<file path="src/rtl/fifo_irq_pkg.sv">
package fifo_irq_pkg;

  localparam int unsigned QDEPTH       = 64;
  localparam int unsigned TX_TRIG_BOOT = 8;
  localparam int unsigned IDLE_TICKS   = 4;

  // receive threshold in stored characters
  function automatic int unsigned rx_trig_of(input logic [1:0] sel);
    case (sel)
      2'd0:    return 8;
      2'd1:    return 16;
      2'd2:    return 56;
      default: return 60;
    endcase
  endfunction

  // transmit threshold in free slots
  function automatic int unsigned tx_trig_of(input logic [1:0] sel);
    case (sel)
      2'd0:    return 8;
      2'd1:    return 16;
      2'd2:    return 32;
      default: return 56;
    endcase
  endfunction

endpackage

</file>
<file path="src/rtl/irq_queue.sv">
module irq_queue #(
  parameter int unsigned DW    = 8,
  parameter int unsigned DEPTH = 64,
  localparam int unsigned AW   = $clog2(DEPTH),
  localparam int unsigned LW   = AW + 1
) (
  input  logic          clk,
  input  logic          rst_n,
  input  logic          flush,
  input  logic          single,
  input  logic          push,
  input  logic          pop,
  input  logic [DW-1:0] wdata,
  output logic [DW-1:0] rdata,
  output logic [LW-1:0] level,
  output logic          full,
  output logic          empty,
  output logic          overrun
);

  logic [DW-1:0] mem [DEPTH];
  logic [AW-1:0] wr_q, rd_q;
  logic [LW-1:0] cnt_q;
  logic [DW-1:0] last_q;
  logic          ovr_q;
  logic          push_ok, pop_ok;

  assign empty   = (cnt_q == '0);
  assign full    = single ? !empty : (cnt_q == LW'(DEPTH));
  assign push_ok = push && !full && !flush;
  assign pop_ok  = pop && !empty && !flush;

  always_ff @(posedge clk) begin
    if (push_ok) mem[wr_q] <= wdata;
  end

  always_ff @(posedge clk) begin
    if (!rst_n) begin
      wr_q   <= '0;
      rd_q   <= '0;
      cnt_q  <= '0;
      ovr_q  <= 1'b0;
      last_q <= '0;
    end else if (flush) begin
      wr_q  <= '0;
      rd_q  <= '0;
      cnt_q <= '0;
      ovr_q <= 1'b0;
    end else begin
      if (push_ok) wr_q <= wr_q + 1'b1;
      if (pop_ok) begin
        rd_q   <= rd_q + 1'b1;
        last_q <= mem[rd_q];
      end
      case ({push_ok, pop_ok})
        2'b10:   cnt_q <= cnt_q + 1'b1;
        2'b01:   cnt_q <= cnt_q - 1'b1;
        default: cnt_q <= cnt_q;
      endcase
      if (push && full) ovr_q <= 1'b1;
    end
  end

  assign rdata   = empty ? last_q : mem[rd_q];
  assign level   = cnt_q;
  assign overrun = ovr_q;

endmodule

</file>
<file path="src/rtl/irq_trig_sel.sv">
module irq_trig_sel
  import fifo_irq_pkg::*;
#(
  parameter int unsigned LW = 7
) (
  input  logic          fifo_en,
  input  logic          enh,
  input  logic [1:0]    rx_sel,
  input  logic [1:0]    tx_sel,
  output logic [LW-1:0] rx_trig,
  output logic [LW-1:0] tx_trig
);

  always_comb begin
    if (!fifo_en) begin
      rx_trig = LW'(1);
      tx_trig = LW'(1);
    end else begin
      rx_trig = LW'(rx_trig_of(rx_sel));
      tx_trig = enh ? LW'(tx_trig_of(tx_sel)) : LW'(TX_TRIG_BOOT);
    end
  end

endmodule

</file>
<file path="src/rtl/rx_idle_timer.sv">
module rx_idle_timer #(
  parameter int unsigned TICKS = 4,
  localparam int unsigned CW   = $clog2(TICKS + 1)
) (
  input  logic clk,
  input  logic rst_n,
  input  logic restart,
  input  logic empty,
  input  logic tick,
  output logic fire
);

  logic [CW-1:0] cnt_q;

  always_ff @(posedge clk) begin
    if (!rst_n)                          cnt_q <= '0;
    else if (restart || empty)           cnt_q <= '0;
    else if (tick && cnt_q != CW'(TICKS)) cnt_q <= cnt_q + 1'b1;
  end

  assign fire = (cnt_q == CW'(TICKS)) && !empty;

endmodule

</file>
<file path="src/rtl/fifo_irq_ctrl.sv">
module fifo_irq_ctrl
  import fifo_irq_pkg::*;
#(
  parameter int unsigned DW    = 8,
  parameter int unsigned DEPTH = QDEPTH,
  parameter int unsigned TICKS = IDLE_TICKS,
  localparam int unsigned LW   = $clog2(DEPTH) + 1
) (
  input  logic          clk,
  input  logic          rst_n,
  input  logic          fcr_we,
  input  logic [7:0]    fcr_wdata,
  input  logic          enh_en,
  input  logic          tx_in_valid,
  output logic          tx_in_ready,
  input  logic [DW-1:0] tx_in_data,
  output logic          tx_out_valid,
  input  logic          tx_out_ready,
  output logic [DW-1:0] tx_out_data,
  input  logic          rx_in_valid,
  output logic          rx_in_ready,
  input  logic [DW-1:0] rx_in_data,
  output logic          rx_out_valid,
  input  logic          rx_out_ready,
  output logic [DW-1:0] rx_out_data,
  input  logic          char_tick,
  output logic          irq_rx_data,
  output logic          irq_tx_ready,
  output logic          irq_rx_timeout,
  output logic [LW-1:0] rx_level,
  output logic [LW-1:0] tx_level,
  output logic          rx_overrun,
  output logic          tx_overrun
);

  logic       fifo_en_q;
  logic [1:0] rx_sel_q, tx_sel_q;
  logic       unused_fcr_bit3;
  logic       mode_flip, rx_flush, tx_flush;
  logic       rx_full, rx_empty, tx_full, tx_empty;
  logic       rx_activity;
  logic [LW-1:0] rx_trig, tx_trig, tx_cap, tx_free;

  assign unused_fcr_bit3 = fcr_wdata[3];

  // control byte capture; flush bits are strobes and are not kept
  always_ff @(posedge clk) begin
    if (!rst_n) begin
      fifo_en_q <= 1'b0;
      rx_sel_q  <= 2'd0;
      tx_sel_q  <= 2'd0;
    end else if (fcr_we) begin
      fifo_en_q <= fcr_wdata[0];
      rx_sel_q  <= fcr_wdata[7:6];
      tx_sel_q  <= fcr_wdata[5:4];
    end
  end

  assign mode_flip = fcr_we && (fcr_wdata[0] != fifo_en_q);
  assign rx_flush  = fcr_we && (fcr_wdata[1] || mode_flip);
  assign tx_flush  = fcr_we && (fcr_wdata[2] || mode_flip);

  irq_queue #(.DW(DW), .DEPTH(DEPTH)) i_rxq (
    .clk(clk), .rst_n(rst_n), .flush(rx_flush), .single(!fifo_en_q),
    .push(rx_in_valid), .pop(rx_out_ready), .wdata(rx_in_data),
    .rdata(rx_out_data), .level(rx_level), .full(rx_full),
    .empty(rx_empty), .overrun(rx_overrun)
  );

  irq_queue #(.DW(DW), .DEPTH(DEPTH)) i_txq (
    .clk(clk), .rst_n(rst_n), .flush(tx_flush), .single(!fifo_en_q),
    .push(tx_in_valid), .pop(tx_out_ready), .wdata(tx_in_data),
    .rdata(tx_out_data), .level(tx_level), .full(tx_full),
    .empty(tx_empty), .overrun(tx_overrun)
  );

  irq_trig_sel #(.LW(LW)) i_trig (
    .fifo_en(fifo_en_q), .enh(enh_en), .rx_sel(rx_sel_q), .tx_sel(tx_sel_q),
    .rx_trig(rx_trig), .tx_trig(tx_trig)
  );

  assign rx_activity = rx_in_valid || (rx_out_ready && !rx_empty);

  rx_idle_timer #(.TICKS(TICKS)) i_idle (
    .clk(clk), .rst_n(rst_n), .restart(rx_activity || rx_flush),
    .empty(rx_empty), .tick(char_tick), .fire(irq_rx_timeout)
  );

  assign tx_cap  = fifo_en_q ? LW'(DEPTH) : LW'(1);
  assign tx_free = tx_cap - tx_level;

  assign rx_in_ready  = !rx_full;
  assign tx_in_ready  = !tx_full;
  assign rx_out_valid = !rx_empty;
  assign tx_out_valid = !tx_empty;
  assign irq_rx_data  = (rx_level >= rx_trig);
  assign irq_tx_ready = (tx_free >= tx_trig);

endmodule

</file>
<file path="config.mk">
export PLATFORM = sky130hd
export DESIGN_NAME = fifo_irq_ctrl
export DESIGN_NICKNAME = d
export VERILOG_FILES = /design/src/rtl/fifo_irq_pkg.sv /design/src/rtl/irq_queue.sv /design/src/rtl/irq_trig_sel.sv /design/src/rtl/rx_idle_timer.sv /design/src/rtl/fifo_irq_ctrl.sv
export SDC_FILE = /design/constraint.sdc
export NUM_CORES = 1
export LEC_CHECK = 0
export CORE_ASPECT_RATIO = 2
export CORE_MARGIN = 2
export CORE_UTILIZATION = 56
export DETAILED_ROUTE_END_ITERATION = 8
export HOLD_SLACK_MARGIN = 0.03
export PLACE_DENSITY_LB_ADDON = 0.05
export SYNTH_ARGS = -nofsm -noshare
export SYNTH_HDL_FRONTEND = slang
export SYNTH_SLANG_ARGS = --single-unit
</file>
<file path="constraint.sdc">
create_clock -name clk -period 3.7 [get_ports clk]
set_input_delay 0.37 -clock clk [delete_from_list [all_inputs] [get_ports clk]]
set_output_delay 0.37 -clock clk [all_outputs]
set_load 0.01 [all_outputs]
</file>
Yosys cells after proc, flatten, opt, wreduce, memory -nomap -nowiden
Memories as Yosys holds them, arrays and structs flattened. A register that Yosys moved wholly into a read port is not among the register bits.
Index checks and enable logic that the tools add are counted.
{"block": "classes", "n_addsub": 10, "mul": 0, "n_div": 0, "order_cmp": 2, "eq_ne": 13, "shifts": 0, "mux": 20, "bitwise_logic": 3, "reduce_logical": 37}
{"cell": "one-hot mux 6 bit (3 select lines)", "count": 2}
{"cell": "2-to-1 mux 6 bit", "count": 5}
{"cell": "one-hot mux 7 bit (2 select lines)", "count": 2}
{"cell": "adder 6 x 1 -> 6 bit (second input constant)", "count": 4}
{"cell": "2-to-1 mux 7 bit", "count": 3}
{"cell": "2-to-1 mux 8 bit", "count": 2}
{"cell": "logical AND 1 bit", "count": 15}
{"cell": "adder 7 x 1 -> 7 bit (second input constant)", "count": 2}
{"cell": "equality test 7 bit (second input constant)", "count": 2}
{"cell": ">= comparator 7 bit", "count": 2}
{"cell": "zero test 7 bit", "count": 2}
{"cell": "subtractor 7 x 1 -> 7 bit (second input constant)", "count": 2}
{"cell": "equality test 2 x 1 -> 1 bit (second input constant)", "count": 4}
{"cell": "equality test 2 bit (second input constant)", "count": 4}
{"cell": "subtractor 7 bit", "count": 1}
{"cell": "zero test 1 bit", "count": 6}
{"cell": "2-to-1 mux 1 bit", "count": 6}
{"cell": "OR reduction 2 bit", "count": 3}
{"cell": "logical OR 1 bit", "count": 5}
{"cell": "zero test 2 bit", "count": 2}
{"cell": "AND reduction 2 bit", "count": 2}
{"cell": "nonzero test 2 bit", "count": 2}
{"cell": "adder 3 x 1 -> 3 bit (second input constant)", "count": 1}
{"cell": "equality test 3 bit (second input constant)", "count": 1}
{"cell": "3 further kinds", "count": 5}
{"block": "totals", "register_bits": 64, "latchBits": 0, "mem_bits_rw": 1024, "rom_bits": 0, "input_bits": 33, "mem_count": 2}
{"name": "i_rxq.mem", "words": 64, "width": 8, "rd": 1, "rd_clocked_by_memory_dff": 1, "write_ports": 1, "line": "irq_queue.sv:21", "text": "logic [DW-1:0] mem [DEPTH];"}
{"name": "i_txq.mem", "words": 64, "width": 8, "rd": 1, "rd_clocked_by_memory_dff": 1, "write_ports": 1, "line": "irq_queue.sv:21"}

Depth between registers and ports, before layout
{"block": "depth", "word_depth": 8, "ltp_mapped": 16}

Modules after synthesis
From an unflattened synthesis, not the netlist that was laid out.
{"block": "unflattened", "cells_unflattened": 2373, "hier_area_um2": 44029.7}
{"mod": "irq_queue (i_rxq)", "instances": 1, "cells_each": 1113, "area_per_inst_um2": 21500.6, "seq_area_each_um2": 16055.4}
{"mod": "irq_queue (i_txq)", "instances": 1, "cells_each": 1126, "area_per_inst_um2": 21458.1, "seq_area_each_um2": 16055.4}
{"mod": "fifo_irq_ctrl", "instances": 1, "cells_each": 88, "area_per_inst_um2": 698.2, "seq_area_each_um2": 100.1}
{"mod": "rx_idle_timer", "instances": 1, "cells_each": 20, "area_per_inst_um2": 207.7, "seq_area_each_um2": 60.1}
{"mod": "irq_trig_sel", "instances": 1, "cells_each": 26, "area_per_inst_um2": 165.2, "seq_area_each_um2": 0.0}

Least setup slack after synthesis
OpenSTA, ideal clock, no wires.
{"block": "synth_path", "path_type": "reg2reg", "start": "register i_rxq.cnt_q[4] (netlist: i_rxq.level[4])", "end": "register i_rxq.cnt_q[4] (netlist: i_rxq.level[4])", "setup_ns": 0.071, "t_arrival_ns": 3.605, "setup_slack_ns": 0.024, "path_stages_with_launch": 16, "cell_sequence": "dfxtp_1 -> buf_2 -> or4_4 -> o21ai_2 -> nor2_1 -> clkbuf_1 -> ha_1 -> buf_1 -> xor2_1 -> ha_1 -> or3_1 -> a21oi_1 -> o41ai_2 -> xnor2_1 -> or3_1 -> a21oi_1"}
{"block": "synth_via", "word_cells_on_any_way": 15, "classes_between": "2 x add/sub; 3 x eq/ne; 2 x mux; 8 x reduce/logical"}
{"item": "start, declared", "line": "irq_queue.sv:23", "text": "logic [LW-1:0] cnt_q;"}
{"item": "start signal, assigned", "line": "irq_queue.sv:56", "text": "2'b10: cnt_q <= cnt_q + 1'b1;"}
{"item": "start signal, assigned", "line": "irq_queue.sv:57", "text": "2'b01: cnt_q <= cnt_q - 1'b1;"}
{"item": "start signal, assigned", "line": "irq_queue.sv:58", "text": "default: cnt_q <= cnt_q;"}
{"item": "zero test 7 bit (*)", "line": "irq_queue.sv:28", "text": "assign empty = (cnt_q == '0);"}
{"item": "zero test 1 bit (*)", "line": "irq_queue.sv:31", "text": "assign pop_ok = pop && !empty && !flush;"}
{"item": "logical AND 1 bit (*) (2 in a row)", "line": "irq_queue.sv:31"}
{"item": "net i_rxq.pop_ok", "line": "irq_queue.sv:26", "text": "logic push_ok, pop_ok;"}
{"item": "equality test 2 x 1 -> 1 bit or equality test 2 bit (tied branches)", "line": "irq_queue.sv:55", "text": "case ({push_ok, pop_ok})"}
{"item": "one-hot mux 7 bit (2 select lines) or nonzero test 2 bit (tied branches)"}
The timed path passes the listed nets; every way through them passes the cells marked *.
A chain may end at the register's enable or synchronous reset.

==> impl_metrics.env <==
export IMPL_antenna_found_initial=0
export IMPL_critPathArrivalTime_ps=3350
export IMPL_clkSinkCount=1100
export IMPL_use_met3=0.03282
export IMPL_ctsHtreeMaxLevel=3
export IMPL_insertion_delay_ps=690
export IMPL_grt_overflow=0
export IMPL_hold_viol=0
export IMPL_tns_ps=-22.15
export IMPL_dp_cells=3548
export IMPL_numCtsBuffers=93
export IMPL_drt_wl_total_um=111800
export IMPL_syn_area_um2=43780
export IMPL_path_class="flop to output port"
export IMPL_cp_max_fo=9
export IMPL_stdcell_count=3778
export IMPL_synth_cell_types=68
export IMPL_gp_congestion=0.9326
export IMPL_viasPerCell=6.175
export IMPL_ant_nets=0
export IMPL_clk_path_buf_depth=3
export IMPL_nNetsFinal=2725
export IMPL_final_seq_area_um2=32290
export IMPL_grtUsageMet1=0.2758
export IMPL_clock_skew_ps=33.04
export IMPL_multi_input_area_um2=11390
export IMPL_die_y_um=399.4
export IMPL_ir_drop_uv=465.4
export IMPL_route_detailed_drc=0
export IMPL_place_ws_ps=221.0
export IMPL_status="finished, violations left"
export IMPL_dr_first_iter_drc_count=1646
export IMPL_p_int_mw=19.84
export IMPL_synth_edf_count=1024
export IMPL_synth_cells=2343
export IMPL_p_sw_mw=5.552
export IMPL_io_buffers=70
export IMPL_drive_gt1_frac=0.3208
export IMPL_vias=23330
export IMPL_finalPower_mw=25.39
export IMPL_drtPass1Iterations=5
export IMPL_period_share=1.006
export IMPL_cellPowerDensity_nw_per_um2=492.5
export IMPL_path_clk_slew_ps=70
export IMPL_worst_pin_slew_ps=1222
export IMPL_maxSlewViolCount=0
export IMPL_placementRows=145
export IMPL_grt_pass1_wl_um=162200
export IMPL_seqPwrFrac=0.539
export IMPL_syn2layout_area_growth_pct=17.75
export IMPL_clock_root_buffer="clkbuf_16"
export IMPL_clock_power_share=0.383
export IMPL_yosysWarnings=0
export IMPL_timing_fmax_mhz=268.7
export IMPL_die_area_um2=80570
export IMPL_end_kind="output port"
export IMPL_wl_per_cell_um=29.60
export IMPL_antenna_cells=0
export IMPL_failed_checks="negative setup slack"
export IMPL_synth_area_leaders="edfxtp_1 (70%), mux4_2 (13%), dfxtp_1 (3.5%)"
export IMPL_crit_required_ps=3330
export IMPL_ys_async_sr_fraction=0
export IMPL_die_x_um=201.7
export IMPL_met2_usage=0.5500
export IMPL_setup_violations=1
export IMPL_rsz0062_at_grt="yes"
export IMPL_switching_share=0.2187
export IMPL_cap_viol_max_count=0
export IMPL_synth_seq_cells=1100
export IMPL_cellLeakagePower_nw=16.43
export IMPL_syn_avg_cell_area_um2=18.69
export IMPL_syn_nets=2397
export IMPL_fillers=5162
export IMPL_initial_core_util=0.5625
export IMPL_pwr_share_comb=0.079
export IMPL_synth_area_leader_cell="edfxtp_1"
export IMPL_setup_slack_ps=-22.15
export IMPL_synth_main_ff_cell="edfxtp_1"
export IMPL_start_kind="flop"
export IMPL_tritoncts="done"
export IMPL_seq_area_frac_synth=0.7371
export IMPL_grt_use_total=0.2838
export IMPL_busiest_layer="met2"
export IMPL_fin_area_um2=51550
export IMPL_grt_pass1_vias=24800
export IMPL_min_period_ps=3722
export IMPL_grt_max_degree=65
export IMPL_maxSlewHeadroom=0.1850
export IMPL_synth_top_area_frac=0.7024
export IMPL_core_um2=77830
export IMPL_design_portCount=72
export IMPL_placed_cell_area_um2=47140
export IMPL_min_delay_path_class="input port to flop"
export IMPL_dpl_hpwl_um=76240
[sequential cells by signal, summed over array words and instances, names as in the netlist, named ones only]
signal         cells
i_idle.cnt_q       3
i_rxq.wr_q         6
tx_sel_q           2
i_rxq.rd_q         6
i_rxq.overrun      1
i_rxq.mem        512
rx_sel_q           2
i_txq.last_q       8
i_txq.mem        512
i_txq.wr_q         6
fifo_en_q          1
i_rxq.last_q       8
i_rxq.level        7
i_txq.overrun      1
i_txq.level        7
i_txq.rd_q         6
[synth_stat cells (16+ instances only)]
library cell and count:
o2bb2ai_1 16, a22oi_1 79, mux4_2 261, or3_1 16, nor3_1 28, a21oi_1 73, buf_1 19, edfxtp_1 1024
nor2b_1 20, nor2_1 205, xor2_1 22, buf_2 41, clkbuf_1 73, dfxtp_1 76, o21ai_0 26, ha_1 21
mux2i_1 23, nand2_1 82, inv_1 19, nand3_1 23
[critical path: stages (launching register included)]
cell and delay, ps:
dfxtp_4 410, buf_4 160, buf_16 160, buf_12 140, mux4_2 550, mux4_2 550, nor3_4 160, a211oi_2 70
o21a_1 150, dlygate4sd2_1 300
[stage by stage]
step	hold slack, ps	util
floorplan	439.4	-
global placement	445.6	0.6057
detailed placement	454.3	0.6057
CTS	63.35	0.6581
global route	114.2	0.6623
finish	100.4	0.6623
[kinds of logic after synthesis]
logic type,count (synthesis),share of synthesized area
DFF,1100,0.7371
AOI/OAI and AO/OA,287,0.04464
adders and majority gates,21,0.006002
muxes,296,0.1426
and+or+nand+nor,440,0.04641
buffers and inverters,166,0.01660
xor gates and xnor gates,33,0.006602
[power by group through the flow]
stage / Combinational, mW / Sequential [mW] / Clock [mW]
floorplan: 0.941 / 13.9 / 0
global placement: 1.76 / 14.0 / 0
detailed placement: 1.79 / 14.0 / 0
CTS: 1.96 / 13.7 / 9.87
global route: 2.11 / 13.7 / 10.3
finish: 1.99 / 13.7 / 9.72
[layer usage]
metal,vias to the layer above,wire length (µm)
met1,12120,35030
met4,0,8841
met2,762,63730
met5,-,0
li1,10150,-
met3,303,4224
[path summary, 6_finish.rpt]
kind / start / to / slack, ps / cells past startpoint
hold reg to reg: i_txq.last_q[5]$_SDFFE_PN0P_ / i_txq.last_q[5]$_SDFFE_PN0P_ / 460 / 2
hold / removal: tx_in_data[4] / i_txq.mem[19][4]$_DFFE_PP_ / 100 / 1
setup / recovery: flop / rx_out_data[1] / -20 / 9
setup reg to reg: i_rxq.level[6]$_SDFFE_PP0P_ / i_rxq.mem[55][5]$_DFFE_PP_ / 420 / 6
[final cells by class]
type | instances | share of cell area
timing repair buffer | 378 | 0.06787
clock inverter | 49 | 0.008592
multi-input combinational | 1077 | 0.2210
tap | 1029 | 0.02498
sequential | 1100 | 0.6264
inverter | 21 | 0.001529
clock buffer | 124 | 0.04961
[cell usage in the layout (no fill, tap or decap), types with 19 or more instances in the layout]
| master | Yosys | final |
|---|---|---|
| dfxtp_1 | 76 | 70 |
| nand2_1 | 82 | 73 |
| a21oi_1 | 73 | 46 |
| xor2_1 | 22 | 22 |
| buf_2 | 41 | 19 |
| a22oi_2 | 0 | 52 |
| inv_1 | 19 | 19 |
| clkbuf_16 | 0 | 96 |
| nor2b_1 | 20 | 20 |
| edfxtp_1 | 1024 | 1024 |
| o21ai_0 | 26 | 22 |
| mux2i_1 | 23 | 23 |
| nand3_1 | 23 | 22 |
| nor3_1 | 28 | 22 |
| a21oi_2 | 1 | 21 |
| a22oi_1 | 79 | 27 |
| mux4_2 | 261 | 261 |
| buf_12 | 0 | 25 |
| buf_4 | 10 | 261 |
| clkdlybuf4s50_1 | 0 | 38 |
| clkbuf_1 | 73 | 23 |
| nor2_1 | 205 | 200 |
| ha_1 | 21 | 21 |
[timing repair]
action,CTS,global route
pin swaps,23,40
cloned,8,0
setup endpoints to repair,16,16
buffers inserted,38,10
gates resized for setup,141,68
hold buffers,1,0
endpoints found under the hold margin,10,0
Note: power is estimated with default switching activity, not from simulation.
